===== src/rtl/sinc3_pkg.sv =====
package sinc3_pkg;

   typedef enum logic {
      FMT_WIDE    = 1'b0,
      FMT_FLAGGED = 1'b1
   } word_fmt_e;

   // Accumulator width: 2-bit signed input plus growth of order*log2(R)
   function automatic int acc_bits(input int order, input int dec_log2);
      return order * dec_log2 + 2;
   endfunction

endpackage


===== src/rtl/sinc3_integ.sv =====
module sinc3_integ #(
   parameter int W      = 17,
   parameter int STAGES = 3
) (
   input  logic                clk,
   input  logic                rst,
   input  logic                clr,
   input  logic                en,
   input  logic signed [1:0]   step,
   output logic signed [W-1:0] sum
);
   logic signed [W-1:0] acc_q [STAGES];
   logic signed [W-1:0] feed  [STAGES];

   assign feed[0] = {{(W-2){step[1]}}, step};

   for (genvar gi = 1; gi < STAGES; gi++) begin : g_feed
      assign feed[gi] = acc_q[gi-1];
   end

   always_ff @(posedge clk) begin
      if (rst || clr) begin
         for (int i = 0; i < STAGES; i++) acc_q[i] <= '0;
      end else if (en) begin
         for (int i = 0; i < STAGES; i++) acc_q[i] <= acc_q[i] + feed[i];
      end
   end

   assign sum = acc_q[STAGES-1];
endmodule


===== src/rtl/sinc3_comb.sv =====
module sinc3_comb #(
   parameter int W      = 17,
   parameter int STAGES = 3
) (
   input  logic                clk,
   input  logic                rst,
   input  logic                clr,
   input  logic                en,
   input  logic signed [W-1:0] din,
   output logic signed [W-1:0] dout,
   output logic                dout_stb
);
   logic signed [W-1:0] dly_q [STAGES];
   logic signed [W-1:0] diff  [STAGES+1];
   logic signed [W-1:0] dout_q;
   logic                stb_q;

   assign diff[0] = din;

   for (genvar gi = 0; gi < STAGES; gi++) begin : g_stage
      assign diff[gi+1] = diff[gi] - dly_q[gi];
   end

   always_ff @(posedge clk) begin
      if (rst || clr) begin
         for (int i = 0; i < STAGES; i++) dly_q[i] <= '0;
         dout_q <= '0;
         stb_q  <= 1'b0;
      end else begin
         stb_q <= en;
         if (en) begin
            for (int i = 0; i < STAGES; i++) dly_q[i] <= diff[i];
            dout_q <= diff[STAGES];
         end
      end
   end

   assign dout     = dout_q;
   assign dout_stb = stb_q;
endmodule


===== src/rtl/sinc3_fmt.sv =====
module sinc3_fmt
   import sinc3_pkg::*;
#(
   parameter int   ACC_W     = 17,
   parameter int   RES_W     = 15,
   parameter int   SHIFT     = 1,
   parameter logic FLAG_DATA = 1'b0
) (
   input  logic                    clk,
   input  logic                    rst,
   input  logic                    clr,
   input  logic                    in_stb,
   input  logic                    in_ok,
   input  word_fmt_e               fmt,
   input  logic signed [ACC_W-1:0] acc,
   output logic [RES_W:0]          word,
   output logic                    stb,
   output logic                    ok
);
   localparam int WORD_W = RES_W + 1;

   logic signed [RES_W:0]   scaled;
   logic                    pos_over;
   logic [RES_W-1:0]        res;
   logic [WORD_W-1:0]       wide_w, flag_w;
   logic [WORD_W-1:0]       word_q;
   logic                    stb_q, ok_q;

   assign scaled = acc[ACC_W-1:SHIFT];

   if (SHIFT > 0) begin : g_drop
      logic unused_lsbs;
      assign unused_lsbs = ^acc[SHIFT-1:0];
   end

   assign pos_over = ~scaled[RES_W] & scaled[RES_W-1];
   assign res      = pos_over ? {1'b0, {(RES_W-1){1'b1}}} : scaled[RES_W-1:0];
   assign wide_w   = pos_over ? {1'b0, {RES_W{1'b1}}} : {res, 1'b0};
   assign flag_w   = {FLAG_DATA, res};

   always_ff @(posedge clk) begin
      if (rst || clr) begin
         word_q <= '0;
         stb_q  <= 1'b0;
         ok_q   <= 1'b0;
      end else begin
         stb_q <= in_stb;
         ok_q  <= in_stb & in_ok;
         if (in_stb) word_q <= (fmt == FMT_FLAGGED) ? flag_w : wide_w;
      end
   end

   assign word = word_q;
   assign stb  = stb_q;
   assign ok   = ok_q;
endmodule


===== src/rtl/sinc3_decimator.sv =====
module sinc3_decimator
   import sinc3_pkg::*;
#(
   parameter int   ORDER     = 3,
   parameter int   DEC_LOG2  = 5,
   parameter int   RES_W     = 15,
   parameter logic FLAG_DATA = 1'b0
) (
   input  logic             clk,
   input  logic             rst,
   input  logic             flt_clr,
   input  logic             bit_en,
   input  logic             bit_in,
   input  logic             fmt_mixed,
   output logic             smp_stb,
   output logic             smp_ok,
   output logic [RES_W:0]   smp_word
);
   localparam int ACC_W  = acc_bits(ORDER, DEC_LOG2);
   localparam int SHIFT  = ORDER * DEC_LOG2 + 1 - RES_W;
   localparam int FILL_W = $clog2(ORDER + 1);

   if (ORDER < 1 || ORDER > 6) begin : g_bad_order
      $error("sinc3_decimator: ORDER must lie in 1..6");
   end
   if (DEC_LOG2 < 1 || DEC_LOG2 > 10) begin : g_bad_dec
      $error("sinc3_decimator: DEC_LOG2 must lie in 1..10");
   end
   if (SHIFT < 0 || RES_W < 2) begin : g_bad_res
      $error("sinc3_decimator: RES_W exceeds the filter growth");
   end

   logic [DEC_LOG2-1:0]     phase_q;
   logic                    dec_stb_q;
   logic signed [1:0]       step;
   logic signed [ACC_W-1:0] int_sum, comb_out;
   logic                    comb_stb;
   logic [FILL_W-1:0]       fill_q;
   logic                    settled;
   word_fmt_e               fmt;

   assign step = bit_in ? 2'sb01 : 2'sb11;
   assign fmt  = word_fmt_e'(fmt_mixed);

   always_ff @(posedge clk) begin
      if (rst || flt_clr) begin
         phase_q   <= '0;
         dec_stb_q <= 1'b0;
      end else begin
         dec_stb_q <= bit_en && (phase_q == '1);
         if (bit_en) phase_q <= phase_q + 1'b1;
      end
   end

   sinc3_integ #(.W(ACC_W), .STAGES(ORDER)) u_integ (
      .clk  (clk),
      .rst  (rst),
      .clr  (flt_clr),
      .en   (bit_en),
      .step (step),
      .sum  (int_sum)
   );

   sinc3_comb #(.W(ACC_W), .STAGES(ORDER)) u_comb (
      .clk      (clk),
      .rst      (rst),
      .clr      (flt_clr),
      .en       (dec_stb_q),
      .din      (int_sum),
      .dout     (comb_out),
      .dout_stb (comb_stb)
   );

   assign settled = (fill_q == FILL_W'(ORDER));

   always_ff @(posedge clk) begin
      if (rst || flt_clr)         fill_q <= '0;
      else if (comb_stb && !settled) fill_q <= fill_q + 1'b1;
   end

   sinc3_fmt #(
      .ACC_W(ACC_W), .RES_W(RES_W), .SHIFT(SHIFT), .FLAG_DATA(FLAG_DATA)
   ) u_fmt (
      .clk    (clk),
      .rst    (rst),
      .clr    (flt_clr),
      .in_stb (comb_stb),
      .in_ok  (settled),
      .fmt    (fmt),
      .acc    (comb_out),
      .word   (smp_word),
      .stb    (smp_stb),
      .ok     (smp_ok)
   );
endmodule


===== config.mk =====
export PLATFORM = sky130hd
export DESIGN_NAME = sinc3_decimator
export DESIGN_NICKNAME = d
export VERILOG_FILES = /design/src/rtl/sinc3_pkg.sv /design/src/rtl/sinc3_integ.sv /design/src/rtl/sinc3_comb.sv /design/src/rtl/sinc3_fmt.sv /design/src/rtl/sinc3_decimator.sv
export SDC_FILE = /design/constraint.sdc
export NUM_CORES = 1
export LEC_CHECK = 0
export BUFFER_PORTS_ARGS = -buffer_cell sky130_fd_sc_hd__buf_2
export CORE_MARGIN = 3
export CORE_UTILIZATION = 45
export DETAILED_ROUTE_END_ITERATION = 10
export HOLD_SLACK_MARGIN = 0.15
export PLACE_DENSITY = 0.65
export SYNTH_ARGS = -nofsm -noshare
export SYNTH_HDL_FRONTEND = slang
export SYNTH_SLANG_ARGS = --single-unit
export TNS_END_PERCENT = 50

===== constraint.sdc =====
create_clock -name clk -period 5.7 [get_ports clk]
set_input_delay 0.285 -clock clk [delete_from_list [all_inputs] [get_ports clk]]
set_output_delay 0.285 -clock clk [all_outputs]
set_load 0.03 [all_outputs]

==> results.ini <==
[outcome]
status = complete, no violations

[yosys]
synth-seq-cells = 145
synth_ff_type = edfxtp_1
avgSynthCellArea_sq_um = 9.74
synth_fp_nets = 1098
synth-edff-count = 102
synth_cells = 989
yosysUniqueCellTypes = 66
ys_warn_count = 0
ys_seq_area_share_pct = 40.7
synthArstFlopShare_pct = 0
synth_area_sq_mm = 0.00963

[finish]
num_antenna_cells = 0
seq_area_sq_mm = 0.00392
final_layout_size_suffix_gt1_share_pct = 8.56
area_delta_synth_final_pct = 10.8
fillCellCount = 1869
final_nets = 1124
multi_input_area_sq_mm = 0.00533
post-route-cell-area_sq_mm = 0.0107
utilization_pct = 51.8

[routing]
drcViolationCount = 0
wire_per_inst_microns = 14.4
first_pass_iters = 4
drt-total-wl_microns = 18700
met2_length_microns = 9260
wl_met3_microns = 336
top_layer = met4
met1_length_microns = 8670
drt_iter0_drc = 368
num_vias = 6829
viasPerCell = 5.26
ant_nets = 0

[setup_path]
cp.required_ns = 5.98
worstSetupStartpointType = flop
arrival_ns = 5.56
end_kind = flop
path_max_fanout = 6
rrSetupSlack_ns = 0.42
criticalPathCategory = reg -> reg

[clock_network]
tritoncts = done
holdBufCountCts = 0
cts.sink_count = 145
post-cts-setup-buffers = 0
htreeDepth = 4
clockBufferDepth = 2
numCtsBuffers = 17
clk_pin_slew_ns = 0.06
clk_latency_ns = 0.42
root_buffer = clkbuf_16
ctsResizeCount = 0

[pwr]
peakVddDrop_mv = 0.192
powerDensity_mw_per_mm2 = 330
p_leak_nw = 4.61
total_power_mw = 3.53

[floorplan]
core.rowCount = 52
initial_core_util_pct = 46.7
die_y_microns = 152
die_x_microns = 152
io_pins = 24
die-area_sq_mm = 0.0232
core_sq_mm = 0.0206

[placed_design]
postPlaceCellArea_sq_mm = 0.0101
numPortBuffers = 23
place.gp.congestion = 0.834
place_hpwl_microns = 13500

[grt]
antenna_found_initial = 0
first_global_vias = 6825
grt_overflow_total = 0
grt_max_degree = 53
grt.total_usage_pct = 16.5
grt_pass1_wl_microns = 32100

[min_path]
hold_path.class = in -> reg

[timing]
period_minus_slack_ns = 5.28
setup_tns_ns = 0
finalHoldViolations = 0
worstMarginPinSlew_ns = 0.703
min_period_over_period_pct = 92.7
rsz0062_at_grt = false
finalSetupViolCount = 0
holdWs_ns = 0.307
skew_ns = 0.0131
max_freq_mhz = 189
relSlewSlack_pct = 53.1
drv_slew = 0

[run]
max-cap-violations = 0

placed cells by master, fill, tap and decap left out, types with 6 or more instances in the layout:
cell and count:
a211oi_1 9, a21boi_0 10, a21o_1 18, a21oi_1 62
and2_1 23, and3_1 29, buf_2 23, buf_4 8
clkbuf_16 20, dfxtp_1 43, edfxtp_1 102, fa_1 6
ha_1 97, inv_1 79, mux2i_1 27, nand2_1 41
nand2b_1 11, nand3_1 9, nor2_1 113, nor2b_1 14
nor3_1 26, o211ai_1 10, o21a_1 17, o21ai_0 53
o21bai_1 8, or3_1 8, xnor2_1 46, xor2_1 22
synth_stat cells (11+ instances only):
cell,count,area share (%)
nor3_1,26,1.4
nand2b_1,11,0.71
xor2_1,22,2.0
nand2_1,41,1.6
ha_1,97,13
inv_1,80,3.1
nor2_1,114,4.4
xnor2_1,46,4.2
and2_1,23,1.5
a21oi_1,62,3.2
clkbuf_1,21,0.82
edfxtp_1,102,32
o21ai_0,53,2.8
and3_1,29,1.9
nor2b_1,15,0.97
o21a_1,17,1.3
mux2i_1,27,2.8
a21o_1,18,1.4
dfxtp_1,43,8.9
area by class of cell:
cell class / count / share of cell area, %
Sequential cell: 145 / 36.7
Tap cell: 270 / 3.16
Inverter: 80 / 2.81
Clock inverter: 10 / 0.762
Multi-Input combinational cell: 740 / 49.9
Clock buffer: 22 / 4.94
Timing Repair Buffer: 31 / 1.64
cell families (layout without fill, tap and decap cells):
group | count (synthesis) | in the layout | synth area share (%)
muxes | 27 | 27 | 2.81
DFF | 145 | 145 | 40.7
xor gates and xnor gates | 69 | 69 | 6.35
buffers and inverters | 104 | 143 | 4.05
adders and majority gates | 103 | 103 | 13.8
AOI/OAI and AO/OA | 236 | 236 | 16.4
and+or+nand+nor | 305 | 305 | 15.9
per-stage QoR:
step / worst slack (ns) / instances
2_1_floorplan: 0.993 / 989
3_3_place_gp: 0.579 / 1266
6_report: 0.418 / 1298
5_1_grt: 0.0260 / 1298
4_1_cts: 0.255 / 1298
3_5_place_dp: 0.365 / 1266
worst max-delay path, stage by stage, from the launching register on:
cell and delay [ns]:
edfxtp_1 0.44, ha_1 0.40, o21ai_0 0.14, a21boi_0 0.37, o21bai_1 0.14, a21oi_1 0.30
o21a_1 0.17, o21a_1 0.13, nor2_1 0.05, ha_1 0.37, nand4_1 0.22, inv_1 0.09
a311o_1 0.32, a21oi_1 0.22, xnor2_1 0.19, ha_1 0.32, and2_1 0.18, a22o_1 0.20
a211o_1 0.32, o31ai_2 0.21, xnor2_1 0.16, xnor2_1 0.13, o22ai_1 0.07
registers in the layout (all words and copies together), names as in the netlist:
name and cells:
dec_stb_q 1, fill_q 2, phase_q 5, u_comb.dly_q 51, u_comb.dout 16, u_comb.dout_stb 1
u_fmt.ok 1, u_fmt.stb 1, u_fmt.word 16, u_integ.acc_q 51
worst paths after layout:
| kind | start | end | depth (start not counted) |
|---|---|---|---|
| setup / recovery | u_integ.acc_q[0][36] | u_comb.dout[16] | 22 |
| hold / removal | bit_en | dec_stb_q | 2 |
| setup reg to reg | u_integ.acc_q[0][36] | u_comb.dout[16] | 22 |
| hold reg to reg | u_fmt.word[15] | u_fmt.word[15] | 2 |
metal layers:
metal | vias to the layer above | track usage (%)
li1 | 3598 | -
met1 | 3152 | 19.8
met2 | 59 | 29.8
met3 | 20 | 3.35
met4 | 0 | 5.35
met5 | - | 0
power by group:
group / switching (mW) / internal, mW
Combinational: 0.685 / 0.512
Sequential: 0.0253 / 1.17
Clock: 0.465 / 0.668
Total: 1.18 / 2.35
Power figures use the tool's default switching activity.
